--- src/rtl/pa_pkg.sv ---
// Shared opcode types for the packed lane adder/subtractor.
// Assumes the opcode port carries an op_t, mode in the top bits.
package pa_pkg;

    typedef enum logic [1:0] {
        K_ADD = 2'd0,
        K_SUB = 2'd1,
        K_ASX = 2'd2,
        K_SAX = 2'd3
    } kind_e;

    typedef enum logic [1:0] {
        M_MOD  = 2'd0,
        M_SAT  = 2'd1,
        M_HALF = 2'd2,
        M_SEL  = 2'd3
    } mode_e;

    typedef struct packed {
        mode_e mode;
        logic  sgn;
        logic  wide;
        kind_e kind;
    } op_t;

    localparam int OP_W = $bits(op_t);

endpackage

--- src/rtl/pa_lane.sv ---
// One arithmetic lane of W bits: add or subtract, then wrap, clamp or halve.
// Assumes a combinational context; the caller registers the outputs.
module pa_lane
    import pa_pkg::*;
#(
    parameter int W = 8
) (
    input  logic [W-1:0] x,
    input  logic [W-1:0] y,
    input  logic         sub,
    input  logic         sgn,
    input  mode_e        mode,
    output logic [W-1:0] res,
    output logic         ge
);

    localparam int EW = W + 1;

    logic [EW-1:0] ex, ey, full;
    logic [W-1:0]  wrap_v, half_v, sat_v;
    logic          ovf_s;

    // Extend both inputs by one bit and form the exact result.
    always_comb begin
        ex   = {sgn & x[W-1], x};
        ey   = {sgn & y[W-1], y};
        full = sub ? (ex - ey) : (ex + ey);
    end

    // Derive the three result forms from the exact value.
    always_comb begin
        wrap_v = full[W-1:0];
        half_v = full[EW-1:1];
        ovf_s  = full[W] ^ full[W-1];
        if (sgn) begin
            if (ovf_s)
                sat_v = full[W] ? {1'b1, {(W-1){1'b0}}} : {1'b0, {(W-1){1'b1}}};
            else
                sat_v = wrap_v;
        end else begin
            if (full[W])
                sat_v = sub ? {W{1'b0}} : {W{1'b1}};
            else
                sat_v = wrap_v;
        end
    end

    // Pick the form named by the mode.
    always_comb begin
        case (mode)
            M_SAT:   res = sat_v;
            M_HALF:  res = half_v;
            default: res = wrap_v;
        endcase
    end

    // Greater-or-equal flag from the exact result.
    always_comb begin
        if (sgn)
            ge = ~full[W];
        else
            ge = sub ? ~full[W] : full[W];
    end

    // Unsigned clamps keep order with the first operand.
    always_comb begin
        if (mode == M_SAT && !sgn && !sub)
            p_usat_add_floor_r5: assert (res >= x);
        if (mode == M_SAT && !sgn && sub)
            p_usat_sub_ceil_r5: assert (res <= x);
    end

endmodule

--- src/rtl/pa_ge_flags.sv ---
// Per-byte greater-or-equal flag register.
// Assumes upd is high only for an accepted modular operation.
module pa_ge_flags #(
    parameter int N = 4
) (
    input  logic         clk,
    input  logic         rst_n,
    input  logic         upd,
    input  logic [N-1:0] nxt,
    output logic [N-1:0] q
);

    // Load new flags on update, otherwise hold.
    always_ff @(posedge clk) begin
        if (!rst_n)
            q <= '0;
        else if (upd)
            q <= nxt;
    end

    p_flags_hold_r8: assert property (@(posedge clk) disable iff (!rst_n)
        !upd |=> $stable(q));

    p_flags_load_r7: assert property (@(posedge clk) disable iff (!rst_n)
        upd |=> (q == $past(nxt)));

endmodule

--- src/rtl/pa_byte_select.sv ---
// Chooses each byte from a or b according to a per-byte flag.
// Assumes the flag vector has one bit per byte of the data word.
module pa_byte_select #(
    parameter int BW = 8,
    parameter int N  = 4
) (
    input  logic [BW*N-1:0] a,
    input  logic [BW*N-1:0] b,
    input  logic [N-1:0]    sel,
    output logic [BW*N-1:0] y
);

    for (genvar i = 0; i < N; i++) begin : g_byte
        // Per-byte two-way mux.
        always_comb y[i*BW +: BW] = sel[i] ? a[i*BW +: BW] : b[i*BW +: BW];
    end

endmodule

--- src/rtl/lane_addsub_unit.sv ---
// Packed add/subtract unit: byte or halfword lanes, exchange forms,
// modular/saturating/halving results, byte flags and flag-driven select.
// Assumes LANES is even so halfword lanes pair up for exchange.
module lane_addsub_unit
    import pa_pkg::*;
#(
    parameter int LANE_W = 8,
    parameter int LANES  = 4
) (
    input  logic                    clk,
    input  logic                    rst_n,
    input  logic                    in_valid,
    input  logic [OP_W-1:0]         op_code,
    input  logic [LANE_W*LANES-1:0] opnd_a,
    input  logic [LANE_W*LANES-1:0] opnd_b,
    output logic [LANE_W*LANES-1:0] result,
    output logic                    result_valid,
    output logic [LANES-1:0]        ge_flags
);

    localparam int DATA_W = LANE_W * LANES;
    localparam int HALF_W = 2 * LANE_W;
    localparam int HALVES = LANES / 2;

    op_t               op;
    logic [DATA_W-1:0] byte_res, half_res, arith_res, sel_res, next_res;
    logic [LANES-1:0]  byte_ge, flag_nxt;
    logic [HALVES-1:0] half_ge;
    logic              flag_upd;

    // Decode the opcode bits into fields.
    always_comb op = op_t'(op_code);

    for (genvar i = 0; i < LANES; i++) begin : g_byte_lane
        pa_lane #(.W(LANE_W)) u_lane (
            .x    (opnd_a[i*LANE_W +: LANE_W]),
            .y    (opnd_b[i*LANE_W +: LANE_W]),
            .sub  (op.kind[0]),
            .sgn  (op.sgn),
            .mode (op.mode),
            .res  (byte_res[i*LANE_W +: LANE_W]),
            .ge   (byte_ge[i])
        );
    end

    for (genvar h = 0; h < HALVES; h++) begin : g_half_lane
        localparam bit ODD  = (h % 2) == 1;
        localparam int PART = ODD ? h - 1 : h + 1;
        logic [HALF_W-1:0] y_sel;
        logic              sub_h;

        // Route the second operand and pick add or subtract per lane.
        always_comb begin
            if (op.kind[1]) begin
                y_sel = opnd_b[PART*HALF_W +: HALF_W];
                sub_h = op.kind[0] ? ODD : !ODD;
            end else begin
                y_sel = opnd_b[h*HALF_W +: HALF_W];
                sub_h = op.kind[0];
            end
        end

        pa_lane #(.W(HALF_W)) u_lane (
            .x    (opnd_a[h*HALF_W +: HALF_W]),
            .y    (y_sel),
            .sub  (sub_h),
            .sgn  (op.sgn),
            .mode (op.mode),
            .res  (half_res[h*HALF_W +: HALF_W]),
            .ge   (half_ge[h])
        );

        // Each halfword flag covers both of its bytes.
        always_comb flag_nxt_wide[2*h +: 2] = {2{half_ge[h]}};
    end

    logic [LANES-1:0] flag_nxt_wide;

    // Choose lane layout for the result and the flags.
    always_comb begin
        arith_res = op.wide ? half_res : byte_res;
        flag_nxt  = op.wide ? flag_nxt_wide : byte_ge;
        flag_upd  = in_valid && (op.mode == M_MOD);
    end

    pa_ge_flags #(.N(LANES)) u_flags (
        .clk   (clk),
        .rst_n (rst_n),
        .upd   (flag_upd),
        .nxt   (flag_nxt),
        .q     (ge_flags)
    );

    pa_byte_select #(.BW(LANE_W), .N(LANES)) u_sel (
        .a   (opnd_a),
        .b   (opnd_b),
        .sel (ge_flags),
        .y   (sel_res)
    );

    // Final mux between arithmetic and select.
    always_comb next_res = (op.mode == M_SEL) ? sel_res : arith_res;

    // Register the result and its strobe.
    always_ff @(posedge clk) begin
        if (!rst_n) begin
            result       <= '0;
            result_valid <= 1'b0;
        end else begin
            result_valid <= in_valid;
            if (in_valid)
                result <= next_res;
        end
    end

    p_valid_follows_r2: assert property (@(posedge clk) disable iff (!rst_n)
        in_valid |=> result_valid);

    p_result_hold_r2: assert property (@(posedge clk) disable iff (!rst_n)
        !in_valid |=> (!result_valid && $stable(result)));

    for (genvar i = 0; i < LANES; i++) begin : g_sel_chk
        p_select_byte_r9: assert property (@(posedge clk) disable iff (!rst_n)
            (in_valid && op.mode == M_SEL) |=>
            (result[i*LANE_W +: LANE_W] ==
             ($past(ge_flags[i]) ? $past(opnd_a[i*LANE_W +: LANE_W])
                                 : $past(opnd_b[i*LANE_W +: LANE_W]))));
    end

    for (genvar h = 0; h < HALVES; h++) begin : g_pair_chk
        p_wide_pair_r7: assert property (@(posedge clk) disable iff (!rst_n)
            (flag_upd && op.wide) |=> (ge_flags[2*h] == ge_flags[2*h+1]));
    end

endmodule

--- config.mk ---
export PLATFORM = sky130hd
export DESIGN_NAME = lane_addsub_unit
export DESIGN_NICKNAME = d
export VERILOG_FILES = /design/src/rtl/pa_pkg.sv /design/src/rtl/pa_lane.sv /design/src/rtl/pa_ge_flags.sv /design/src/rtl/pa_byte_select.sv /design/src/rtl/lane_addsub_unit.sv
export SDC_FILE = /design/constraint.sdc
export NUM_CORES = 1
export LEC_CHECK = 0
export ABC_AREA = 0
export BUFFER_PORTS_ARGS = -buffer_cell sky130_fd_sc_hd__buf_2
export CORE_UTILIZATION = 65
export CTS_BUF_LIST = sky130_fd_sc_hd__clkbuf_16
export DETAILED_ROUTE_END_ITERATION = 7
export HOLD_SLACK_MARGIN = 0.08
export MAX_ROUTING_LAYER = met4
export PLACE_DENSITY = 0.91
export SKIP_CTS_REPAIR_TIMING = 1
export SLEW_MARGIN = 20
export SYNTH_ARGS = -nofsm -noshare
export SYNTH_HDL_FRONTEND = slang
export SYNTH_SLANG_ARGS = --single-unit
export TNS_END_PERCENT = 30
--- constraint.sdc ---
create_clock -name clk -period 16.35 [get_ports clk]
set_input_delay 2.4525 -clock clk [delete_from_list [all_inputs] [get_ports clk]]
set_output_delay 2.4525 -clock clk [all_outputs]
set_load 0.02 [all_outputs]
==> run metrics <==
dominant synthesized flop cell dfxtp_1; initial antenna violation count 1; synth cell count leaders nor2_1 (152), a21oi_1 (142), o21ai_0 (122); Slew Limit Headroom 0.262; number of synthesized flops with an enable pin 0; Die X 121 µm; DRT iter0 DRCs 1535; row count 42; # setup viols final 0; die area 14500 µm²; CTS tree built; critical path required time 16.54 ns; Starting Density 0.678; register area share after synthesis 0.0812; Clock Sinks 37; status completed; min Tclk post-route 8.68 ns; fin cells 1554; mapped cell area 9130 µm²; area grow syn2layout 7.27%; PortBufs 109; #FFs+latches synth 37; RSZ-0062 raised after global routing no; CP startpoint op_code[1]; CTS Buf Count 5; Avg WL per Cell 23.6 µm; startpoint class of the critical path input port; Post-Syn Area per Cell 6.84 µm²; gr usage total 0.522; Worst IR Drop VDD 0.0000490 V; pin count of the biggest net entering global routing 71; pwr dens 85.7 nW/µm²; Slowest-stage cell, CP buf_4; Setup Skew 0.00561 ns; post-synth net total 1500; fmax 0.115 GHz; worst slew pin tran 1.10 ns; Fillers 1171; Worst Setup End Kind register; drc violations 0; Ys Warns 0; Cell variety after synth 76; first-pass GRT wire length 57000 µm; drt first pass iters 6; grt total ovfl 0; core area 13500 µm²; Inst Count DP 1545; Pleak 4.16 nW; R2R Setup Slk 14.02 ns; Final Wtd Congestion 1.04; vias per inst 7.16; final slew viol count 0; Antenna Nets Post-Route 0; cell with the most instances after synthesis nor2_1; Ports 110; CTS clk-pin slew, worst paths 0.06 ns; Final Cycle Share 0.531; WS Path Type input port to register; post-synth top area share 0.118; Crit Reg-Reg Startpoint u_flags.q[1]; # Max-Cap Violations 0; hold path startpoint result[23]; Clk Latency, worst-skew pair 0.30 ns; Worst Path Arrival 8.86 ns; Post-synth ARST share 0; main area contributors after synthesis ha_1 (12%), dfxtp_1 (8.1%), a21oi_1 (7.8%), xnor2_1 (7.0%), o21ai_0 (6.7%); TNS Setup 0 ns; Hold Vio Cnt, Final 0; DP Wirelength 27700 µm; largest stage delay on the critical path 0.66 ns; layout cells sized above 1 0.122; critical path fanouts, max 68; H-tree depth 2; clock root cell clkbuf_16; Nets 1541; number of global-route vias before repair 10200; Mapped Cells 1335; die height 121 µm; Hold Crit Class register to register; routed via count 11100; clk buf depth 2; Synth area leader ha_1; final WL 36700 µm
-- placed cells by master (no fill, tap or decap), types with 11 or more instances in the layout --
master    count
nor2_1      152
a21oi_1     142
o21ai_0     122
buf_2       109
nand2_1      86
ha_1         86
xnor2_1      73
inv_1        61
mux2i_1      60
xor2_1       45
dfxtp_1      37
nor3_1       32
o221ai_1     25
a31oi_1      25
nand2b_1     20
nor2b_1      20
o211ai_1     17
o22ai_1      17
a21o_1       16
nand3_1      16
buf_4        15
mux2_2       14
a211oi_1     14
o21a_1       13
and2_1       13
a221oi_1     11
-- per-layer routing --
metal	vias to the layer above	track usage	wire length, µm
met4	0	0.204	1760
li1	4941	-	-
met1	5038	0.684	14000
met5	-	-	0
met3	165	0.158	5830
met2	990	0.746	15100
-- worst paths after layout --
| kind | endpoint | cells after the start |
|---|---|---|
| setup reg to reg | result[12] | 7 |
| setup / recovery | result[28] | 25 |
| hold reg to reg | result[23] | 2 |
| hold / removal | result[23] | 2 |
-- sequential cells by signal, summed over array words and instances (netlist names) --
signal	count
result	32
result_valid	1
u_flags.q	4
-- worst max-delay path, delay by kind of cell --
| family | cells | cell delay, ns |
|---|---|---|
| xor+xnor | 2 | 0.79 |
| buf+inv | 4 | 1.42 |
| compound gates | 11 | 2.56 |
| fa+ha+maj | 2 | 0.74 |
| simple gates | 6 | 0.84 |
-- final cells by class --
type | instances | area, µm² | share of cell area
timing repair buffer | 124 | 658 | 0.0672
antenna | 1 | 2.50 | 0.000256
sequential | 37 | 741 | 0.0757
tap | 176 | 220 | 0.0225
inverter | 65 | 244 | 0.0249
multi-input combinational | 1143 | 7790 | 0.795
clock buffer | 5 | 125 | 0.0128
clock inverter | 3 | 13.8 | 0.00141
-- stage by stage --
stage	setup WS [ns]	hold WS (ns)	util	area [µm²]	total power, mW
3_3_place_gp	7.84	0.469	0.717	9650	0.695
3_5_place_dp	7.64	0.488	0.717	9650	0.705
4_1_cts	7.89	0.499	0.727	9790	0.804
6_report	7.67	0.506	0.728	9790	0.839
2_1_floorplan	8.21	0.548	-	9130	0.540
5_1_grt	7.06	0.532	0.728	9790	0.883
-- cell families after synthesis --
kind of cell    Yosys count  share of synthesized area
compound gates          481                      0.333
simple gates            376                      0.189
buf+inv                 155                     0.0661
xor+xnor                119                      0.115
fa+ha+maj                92                      0.131
mux                      75                     0.0847
flops                    37                     0.0812
-- power by group --
part           switching [mW]  total (mW)  internal (mW)
registers             0.00963       0.110          0.100
logic                   0.408       0.630          0.222
clock network          0.0437      0.0993         0.0556
No activity file was read; power rests on OpenSTA's default activity.
